[src/rtl/ptp_calc_pkg.sv]
package ptp_calc_pkg;

  typedef enum logic [1:0] {
    ROLE_SYNC_RX   = 2'd0,
    ROLE_FU_ORIGIN = 2'd1,
    ROLE_DREQ_TX   = 2'd2,
    ROLE_DRESP_RX  = 2'd3
  } ts_role_e;

  typedef enum logic [1:0] {
    ST_IDLE       = 2'd0,
    ST_WAIT_FU    = 2'd1,
    ST_WAIT_DREQ  = 2'd2,
    ST_WAIT_DRESP = 2'd3
  } exch_st_e;

  localparam int unsigned NUM_SLOTS = 3;
  localparam int unsigned SLOT_T1   = 0;
  localparam int unsigned SLOT_T2   = 1;
  localparam int unsigned SLOT_T3   = 2;

  localparam longint unsigned NS_PER_SEC = 64'd1000000000;

endpackage

[src/rtl/ptp_ts_to_ns.sv]
module ptp_ts_to_ns #(
  parameter int SEC_W = 48,
  parameter int NS_W  = 30,
  parameter int OUT_W = 64
) (
  input  logic [SEC_W-1:0]        sec_i,
  input  logic [NS_W-1:0]         nsec_i,
  output logic signed [OUT_W-1:0] ns_o
);
  import ptp_calc_pkg::*;

  localparam logic [OUT_W-1:0] SCALE = OUT_W'(NS_PER_SEC);

  logic [OUT_W-1:0] sec_ext;
  logic [OUT_W-1:0] nsec_ext;

  always_comb begin
    sec_ext  = OUT_W'(sec_i);
    nsec_ext = OUT_W'(nsec_i);
    ns_o     = $signed(sec_ext * SCALE + nsec_ext);
  end

endmodule

[src/rtl/ptp_exch_seq.sv]
module ptp_exch_seq #(
  parameter int SEQ_W = 16,
  parameter int OUT_W = 64
) (
  input  logic                    clk,
  input  logic                    rst_n,
  input  logic                    ts_vld_i,
  input  logic [1:0]              ts_role_i,
  input  logic [SEQ_W-1:0]        ts_seq_i,
  input  logic signed [OUT_W-1:0] ts_ns_i,
  output logic signed [OUT_W-1:0] t1_ns_o,
  output logic signed [OUT_W-1:0] t2_ns_o,
  output logic signed [OUT_W-1:0] t3_ns_o,
  output logic                    t4_fire_o
);
  import ptp_calc_pkg::*;

  exch_st_e             st_q, st_d;
  logic [SEQ_W-1:0]     sync_seq_q, sync_seq_d;
  logic [SEQ_W-1:0]     dreq_seq_q, dreq_seq_d;
  logic                 seq_en;
  logic [NUM_SLOTS-1:0] cap_en;
  logic [NUM_SLOTS-1:0][OUT_W-1:0] slot_vec;
  ts_role_e             role;

  assign role = ts_role_e'(ts_role_i);

  // next-state process
  always_comb begin
    st_d       = st_q;
    sync_seq_d = sync_seq_q;
    dreq_seq_d = dreq_seq_q;
    seq_en     = 1'b0;
    cap_en     = '0;
    t4_fire_o  = 1'b0;
    if (ts_vld_i) begin
      unique case (role)
        ROLE_SYNC_RX: begin
          st_d             = ST_WAIT_FU;
          sync_seq_d       = ts_seq_i;
          seq_en           = 1'b1;
          cap_en[SLOT_T2]  = 1'b1;
        end
        ROLE_FU_ORIGIN: begin
          if (st_q == ST_WAIT_FU && ts_seq_i == sync_seq_q) begin
            st_d            = ST_WAIT_DREQ;
            cap_en[SLOT_T1] = 1'b1;
          end
        end
        ROLE_DREQ_TX: begin
          if (st_q == ST_WAIT_DREQ) begin
            st_d            = ST_WAIT_DRESP;
            dreq_seq_d      = ts_seq_i;
            seq_en          = 1'b1;
            cap_en[SLOT_T3] = 1'b1;
          end
        end
        ROLE_DRESP_RX: begin
          if (st_q == ST_WAIT_DRESP && ts_seq_i == dreq_seq_q) begin
            st_d      = ST_IDLE;
            t4_fire_o = 1'b1;
          end
        end
        default: ;
      endcase
    end
  end

  // register process
  always_ff @(posedge clk or negedge rst_n) begin
    if (!rst_n) begin
      st_q       <= ST_IDLE;
      sync_seq_q <= '0;
      dreq_seq_q <= '0;
    end else begin
      st_q <= st_d;
      if (seq_en) begin
        sync_seq_q <= sync_seq_d;
        dreq_seq_q <= dreq_seq_d;
      end
    end
  end

  for (genvar g = 0; g < NUM_SLOTS; g++) begin : g_slot
    logic [OUT_W-1:0] q;
    always_ff @(posedge clk or negedge rst_n) begin
      if (!rst_n) begin
        q <= '0;
      end else if (cap_en[g]) begin
        q <= ts_ns_i;
      end
    end
    assign slot_vec[g] = q;
  end

  assign t1_ns_o = $signed(slot_vec[SLOT_T1]);
  assign t2_ns_o = $signed(slot_vec[SLOT_T2]);
  assign t3_ns_o = $signed(slot_vec[SLOT_T3]);

  p_order_r2: assert property (@(posedge clk) disable iff (!rst_n)
    (st_q == ST_WAIT_FU && ts_vld_i && role == ROLE_DREQ_TX) |=> (st_q == ST_WAIT_FU));

  p_fu_mismatch_r3: assert property (@(posedge clk) disable iff (!rst_n)
    (st_q == ST_WAIT_FU && ts_vld_i && role == ROLE_FU_ORIGIN && ts_seq_i != sync_seq_q)
    |=> (st_q == ST_WAIT_FU));

  p_dresp_mismatch_r4: assert property (@(posedge clk) disable iff (!rst_n)
    (st_q == ST_WAIT_DRESP && ts_vld_i && role == ROLE_DRESP_RX && ts_seq_i != dreq_seq_q)
    |=> (st_q == ST_WAIT_DRESP));

  p_sync_restart_r5: assert property (@(posedge clk) disable iff (!rst_n)
    (ts_vld_i && role == ROLE_SYNC_RX) |=> (st_q == ST_WAIT_FU && $signed(t2_ns_o) == $past(ts_ns_i)));

  p_idle_after_result_r10: assert property (@(posedge clk) disable iff (!rst_n)
    t4_fire_o |=> (st_q == ST_IDLE));

endmodule

[src/rtl/ptp_dly_off_core.sv]
module ptp_dly_off_core #(
  parameter int OUT_W = 64
) (
  input  logic                    clk,
  input  logic                    rst_n,
  input  logic                    calc_en_i,
  input  logic signed [OUT_W-1:0] t1_ns_i,
  input  logic signed [OUT_W-1:0] t2_ns_i,
  input  logic signed [OUT_W-1:0] t3_ns_i,
  input  logic signed [OUT_W-1:0] t4_ns_i,
  output logic                    res_vld_o,
  output logic signed [OUT_W-1:0] res_delay_o,
  output logic signed [OUT_W-1:0] res_offset_o,
  output logic                    res_neg_err_o
);
  localparam int XW = OUT_W + 2;

  logic signed [XW-1:0]    fwd, rev, sum_w, dif_w;
  logic signed [OUT_W-1:0] dly_d, off_d;
  logic                    vld_d, err_d;

  // next-state process
  always_comb begin
    fwd   = XW'(t2_ns_i) - XW'(t1_ns_i);
    rev   = XW'(t4_ns_i) - XW'(t3_ns_i);
    sum_w = fwd + rev;
    dif_w = fwd - rev;
    vld_d = calc_en_i;
    dly_d = calc_en_i ? OUT_W'(sum_w >>> 1) : res_delay_o;
    off_d = calc_en_i ? OUT_W'(dif_w >>> 1) : res_offset_o;
    err_d = calc_en_i && sum_w[XW-1];
  end

  // register process
  always_ff @(posedge clk or negedge rst_n) begin
    if (!rst_n) begin
      res_vld_o     <= 1'b0;
      res_neg_err_o <= 1'b0;
      res_delay_o   <= '0;
      res_offset_o  <= '0;
    end else begin
      res_vld_o     <= vld_d;
      res_neg_err_o <= err_d;
      if (calc_en_i) begin
        res_delay_o  <= dly_d;
        res_offset_o <= off_d;
      end
    end
  end

  p_vld_single_r8: assert property (@(posedge clk) disable iff (!rst_n)
    res_vld_o |=> !res_vld_o);

  p_hold_r8: assert property (@(posedge clk) disable iff (!rst_n)
    !res_vld_o |-> ($stable(res_delay_o) && $stable(res_offset_o)));

  p_err_qual_r9: assert property (@(posedge clk) disable iff (!rst_n)
    res_neg_err_o |-> (res_vld_o && res_delay_o[OUT_W-1]));

  p_err_set_r9: assert property (@(posedge clk) disable iff (!rst_n)
    (res_vld_o && res_delay_o[OUT_W-1]) |-> res_neg_err_o);

endmodule

[src/rtl/ptp_exch_calc.sv]
module ptp_exch_calc #(
  parameter int SEC_W = 48,
  parameter int NS_W  = 30,
  parameter int SEQ_W = 16,
  parameter int OUT_W = 64
) (
  input  logic             clk,
  input  logic             rst_n,
  input  logic             ts_vld_i,
  input  logic [1:0]       ts_role_i,
  input  logic [SEQ_W-1:0] ts_seq_i,
  input  logic [SEC_W-1:0] ts_sec_i,
  input  logic [NS_W-1:0]  ts_nsec_i,
  output logic             res_vld_o,
  output logic [OUT_W-1:0] res_delay_o,
  output logic [OUT_W-1:0] res_offset_o,
  output logic             res_neg_err_o
);

  logic [1:0]              rst_pipe_q;
  logic                    rst_sync_n;
  logic signed [OUT_W-1:0] ts_ns, t1_ns, t2_ns, t3_ns;
  logic signed [OUT_W-1:0] dly_s, off_s;
  logic                    t4_fire;

  always_ff @(posedge clk or negedge rst_n) begin
    if (!rst_n) begin
      rst_pipe_q <= 2'b00;
    end else begin
      rst_pipe_q <= {rst_pipe_q[0], 1'b1};
    end
  end
  assign rst_sync_n = rst_pipe_q[1];

  ptp_ts_to_ns #(.SEC_W(SEC_W), .NS_W(NS_W), .OUT_W(OUT_W)) u_conv (
    .sec_i  (ts_sec_i),
    .nsec_i (ts_nsec_i),
    .ns_o   (ts_ns)
  );

  ptp_exch_seq #(.SEQ_W(SEQ_W), .OUT_W(OUT_W)) u_seq (
    .clk       (clk),
    .rst_n     (rst_sync_n),
    .ts_vld_i  (ts_vld_i),
    .ts_role_i (ts_role_i),
    .ts_seq_i  (ts_seq_i),
    .ts_ns_i   (ts_ns),
    .t1_ns_o   (t1_ns),
    .t2_ns_o   (t2_ns),
    .t3_ns_o   (t3_ns),
    .t4_fire_o (t4_fire)
  );

  ptp_dly_off_core #(.OUT_W(OUT_W)) u_core (
    .clk           (clk),
    .rst_n         (rst_sync_n),
    .calc_en_i     (t4_fire),
    .t1_ns_i       (t1_ns),
    .t2_ns_i       (t2_ns),
    .t3_ns_i       (t3_ns),
    .t4_ns_i       (ts_ns),
    .res_vld_o     (res_vld_o),
    .res_delay_o   (dly_s),
    .res_offset_o  (off_s),
    .res_neg_err_o (res_neg_err_o)
  );

  assign res_delay_o  = dly_s;
  assign res_offset_o = off_s;

  p_vld_after_accept_r8: assert property (@(posedge clk) disable iff (!rst_sync_n)
    t4_fire |=> res_vld_o);

  p_vld_needs_accept_r8: assert property (@(posedge clk) disable iff (!rst_sync_n)
    res_vld_o |-> $past(t4_fire));

  p_reset_quiet_r1: assert property (@(posedge clk)
    !rst_sync_n |-> (!res_vld_o && !res_neg_err_o));

endmodule

[config.mk]
export PLATFORM = sky130hd
export DESIGN_NAME = ptp_exch_calc
export DESIGN_NICKNAME = d
export VERILOG_FILES = /design/src/rtl/ptp_calc_pkg.sv /design/src/rtl/ptp_ts_to_ns.sv /design/src/rtl/ptp_exch_seq.sv /design/src/rtl/ptp_dly_off_core.sv /design/src/rtl/ptp_exch_calc.sv
export SDC_FILE = /design/constraint.sdc
export NUM_CORES = 2
export LEC_CHECK = 0
export ABC_CLOCK_PERIOD_IN_PS = 18500
export BUFFER_PORTS_ARGS = -buffer_cell sky130_fd_sc_hd__buf_2
export CELL_PAD_IN_SITES_DETAIL_PLACEMENT = 1
export CELL_PAD_IN_SITES_GLOBAL_PLACEMENT = 1
export CORE_ASPECT_RATIO = 0.8
export CORE_MARGIN = 2
export CORE_UTILIZATION = 54
export DETAILED_ROUTE_END_ITERATION = 16
export GPL_TIMING_DRIVEN = 0
export HOLD_SLACK_MARGIN = 0.03
export PLACE_DENSITY = 0.87
export SYNTH_ARGS = -nofsm -noshare
export SYNTH_HDL_FRONTEND = slang
export SYNTH_HIERARCHICAL = 1
export SYNTH_SLANG_ARGS = --single-unit
export TNS_END_PERCENT = 20
[constraint.sdc]
create_clock -name clk -period 18.5 [get_ports clk]
set_clock_uncertainty 0.15 [all_clocks]
set_input_delay 0 -clock clk [delete_from_list [all_inputs] [get_ports clk]]
set_output_delay 0 -clock clk [all_outputs]
set_load 0.01 [all_outputs]
==> impl_metrics.tcl <==
set metrics [dict create \
    status "completed" \
    grt_first_pass_wirelength_um 266000 \
    gr-usage-met2_pct 61.9 \
    cts_tree "built" \
    cts_htree_levels 2 \
    yosys_warnings 6 \
    synth_nets 6565 \
    holdCritPathClass "input pin to register" \
    cp_slowest_cell "fa_1" \
    drive_above_1_share_pct 11.3 \
    async_reset_ff_share_pct 100 \
    gr-max-usage-layer "met2" \
    place_area_mm2 0.0514 \
    syn_area_per_cell_um2 8.88 \
    dieWidth_um 340 \
    min_from "ts_nsec_i[3]" \
    synth.distinct_cells 101 \
    synth.most_common_cell "inv_1" \
    die_h_um 273 \
    synth_edf_count 0 \
    dr.pass1.iters 5 \
    place_ws_ns 4.60 \
    place.gp.congestion 0.942 \
    clockBufferDepth 3 \
    grtUsageTotal_pct 36.4 \
    cts-root-buf "clkbuf_16" \
    clock_sinks 358 \
    synth_cells 5481 \
    drtAntennaViolNets 0 \
    drv_slew 0 \
    synthFlopType "dfrtp_1" \
    core_mm2 0.0894 \
    fmax_ghz 0.0742 \
    design_area_mm2 0.0532 \
    synth_top_cell_by_area "dfrtp_1" \
    grt_pass1_vias 46100 \
    nets 6865 \
    synth_area_mm2 0.0487 \
    slew_headroom_pct 4.31 \
    first_iter_violations 3047 \
    tns_ns 0 \
    critPathLaunch "ts_sec_i[8]" \
    use_met1_pct 49.0 \
    drv_cap 0 \
    ys_ff_latch 358 \
    arrival_ns 13.73 \
    crit_fanout 8 \
    rsz0062_at_grt "false" \
    use_met3_pct 4.03 \
    fin_crit_ns 13.47 \
    portBuffers 219 \
    grt_max_degree 70 \
    core.rowCount 98 \
    dp_hpwl_um 140000 \
    synth_common_cells "inv_1 (1044), ha_1 (551), a21oi_1 (440), fa_1 (434), dfrtp_1 (358)" \
    drc 0 \
    cts_buffers 39 \
    clkSlewWorstSetupHoldPaths_ns 0.06 \
    min_period_over_period_pct 72.8 \
    yosys-top-cells-area "dfrtp_1 (18%), fa_1 (18%), ha_1 (14%), inv_1 (8.1%), mux2_2 (6.4%)" \
    start_util_pct 54.4 \
    ys_seq_area_share_pct 18.4 \
    layout_setup_ws_ns 5.03 \
    timing_hold_violations_final 0 \
    yosys.area.top_type_share_pct 18.4 \
    crit_required_ns 18.76 \
    critPathLaunchType "input pin" \
    grt_overflow 0 \
    dieArea_mm2 0.0926 \
    finalSetupViolCount 0 \
    vias 42300 \
    synthToLayoutAreaGrowth_pct 9.29 \
    clk-insertion-delay-late_ns 0.58 \
    io-pin-count 229 \
    tightest_slew_ns 1.42 \
    critPathCaptureType "register" \
    rr_startpoint "u_seq/t3_ns_o[0]$_DFFE_PN0P_" \
    routed_wl_um 171000 \
    drt-vias-per-instance 6.04 \
    critPathKind "input pin to register" \
    antenna_found_initial 1 \
    cpPeakStageDelay_ns 0.60 \
    wire_per_inst_um 24.3 \
]
## stage by stage
| stage | instances | utilization (%) | hold WS, ns |
|---|---|---|---|
| 3_5_place_dp | 6906 | 57.5 | -0.362 |
| 4_1_cts | 7011 | 59.5 | 0.0310 |
| 6_report | 7012 | 59.5 | 0.0792 |
| 2_1_floorplan | 5481 | - | -0.446 |
| 5_1_grt | 7012 | 59.5 | 0.0819 |
| 3_3_place_gp | 6900 | 57.4 | -0.363 |
## per-layer routing
metal / wire, µm / vias up
met5: 0 / -
met4: 5410 / 0
met3: 9690 / 350
met2: 81300 / 1543
met1: 74300 / 21500
li1: - / 18900
## cells by family (layout without fill, tap and decap cells)
family	count (synthesis)	in the layout	synth area share, %
AND/OR/NAND/NOR	1047	1047	10.6
multiplexers	295	295	6.79
adder cells (fa/ha/maj)	985	985	32.0
XOR/XNOR	382	382	6.89
other	1	2	0.00771
buffers and inverters	1228	1558	9.68
flip-flops	358	358	18.4
AO/OA/AOI/OAI	1185	1185	15.6
## area by class of cell
cell class	instances	area [µm²]
fillers	10500	36200
diodes	1	2.50
multi-input cells	3895	35000
well taps	1200	1500
inverters	1050	3940
flip-flops and latches	358	8960
plain buffers	178	772
repair buffers	259	1590
clock inverters	17	284
clock buffers	54	1130
## layout by cell type (no fill, tap or decap), types with 40 or more instances in the layout
master     count
inv_1       1044
nor3_1        72
fa_1         434
mux2_2       277
dfrtp_1      357
ha_1         551
nand2_1      248
buf_2        233
clkbuf_1     138
o21ai_0      191
nor2_1       321
a21oi_1      440
o21a_1        43
o21bai_1      71
nand3_1       73
a21o_1       126
xnor2_1      264
nand4_1       79
clkbuf_16     40
xor2_1       117
nor2b_1       41
## timing repair
item                      in CTS  in global routing
hold endpoints to repair      68                  0
hold buffers                  34                  0
resized for setup              0                  0
setup buffers                  0                  0
## final timing paths
path / slack [ns] / to / cells after the start
min in group asynchronous: 0.15 / rst_pipe_q[1]$_DFF_PN0_ / 3
setup / recovery: 5.03 / u_core/res_offset_o[62]$_DFFE_PN0P_ / 49
setup reg to reg: 10.11 / u_core/res_offset_o[61]$_DFFE_PN0P_ / 25
max in group asynchronous: 16.31 / u_seq/t2_ns_o[6]$_DFFE_PN0P_ / 4
hold reg to reg: 0.15 / u_core/res_vld_o$_DFF_PN0_ / 0
hold / removal: 0.08 / u_seq/t2_ns_o[3]$_DFFE_PN0P_ / 3
## state kept, by name (all words and copies together), names as in the netlist
signal and cells:
u_seq/t2_ns_o 64, u_core/res_vld_o 1, u_core/res_delay_o 64, u_seq/t3_ns_o 64, rst_pipe_q 2, u_seq/st_q 2
u_seq/t1_ns_o 64, u_core/res_neg_err_o 1, u_seq/sync_seq_q 16, u_seq/dreq_seq_q 16, u_core/res_offset_o 64
## worst max-delay path, delay by kind of cell
kind                     cells  cell delay, ns
adder cells (fa/ha/maj)     11            4.49
AND/OR/NAND/NOR             13            3.35
AO/OA/AOI/OAI               12            3.35
buffers and inverters        9            1.51
XOR/XNOR                     4            1.03
Power is left out: the tool's default activity adds up to more than one toggle a clock period on the data nets, which glitch-free logic cannot reach.
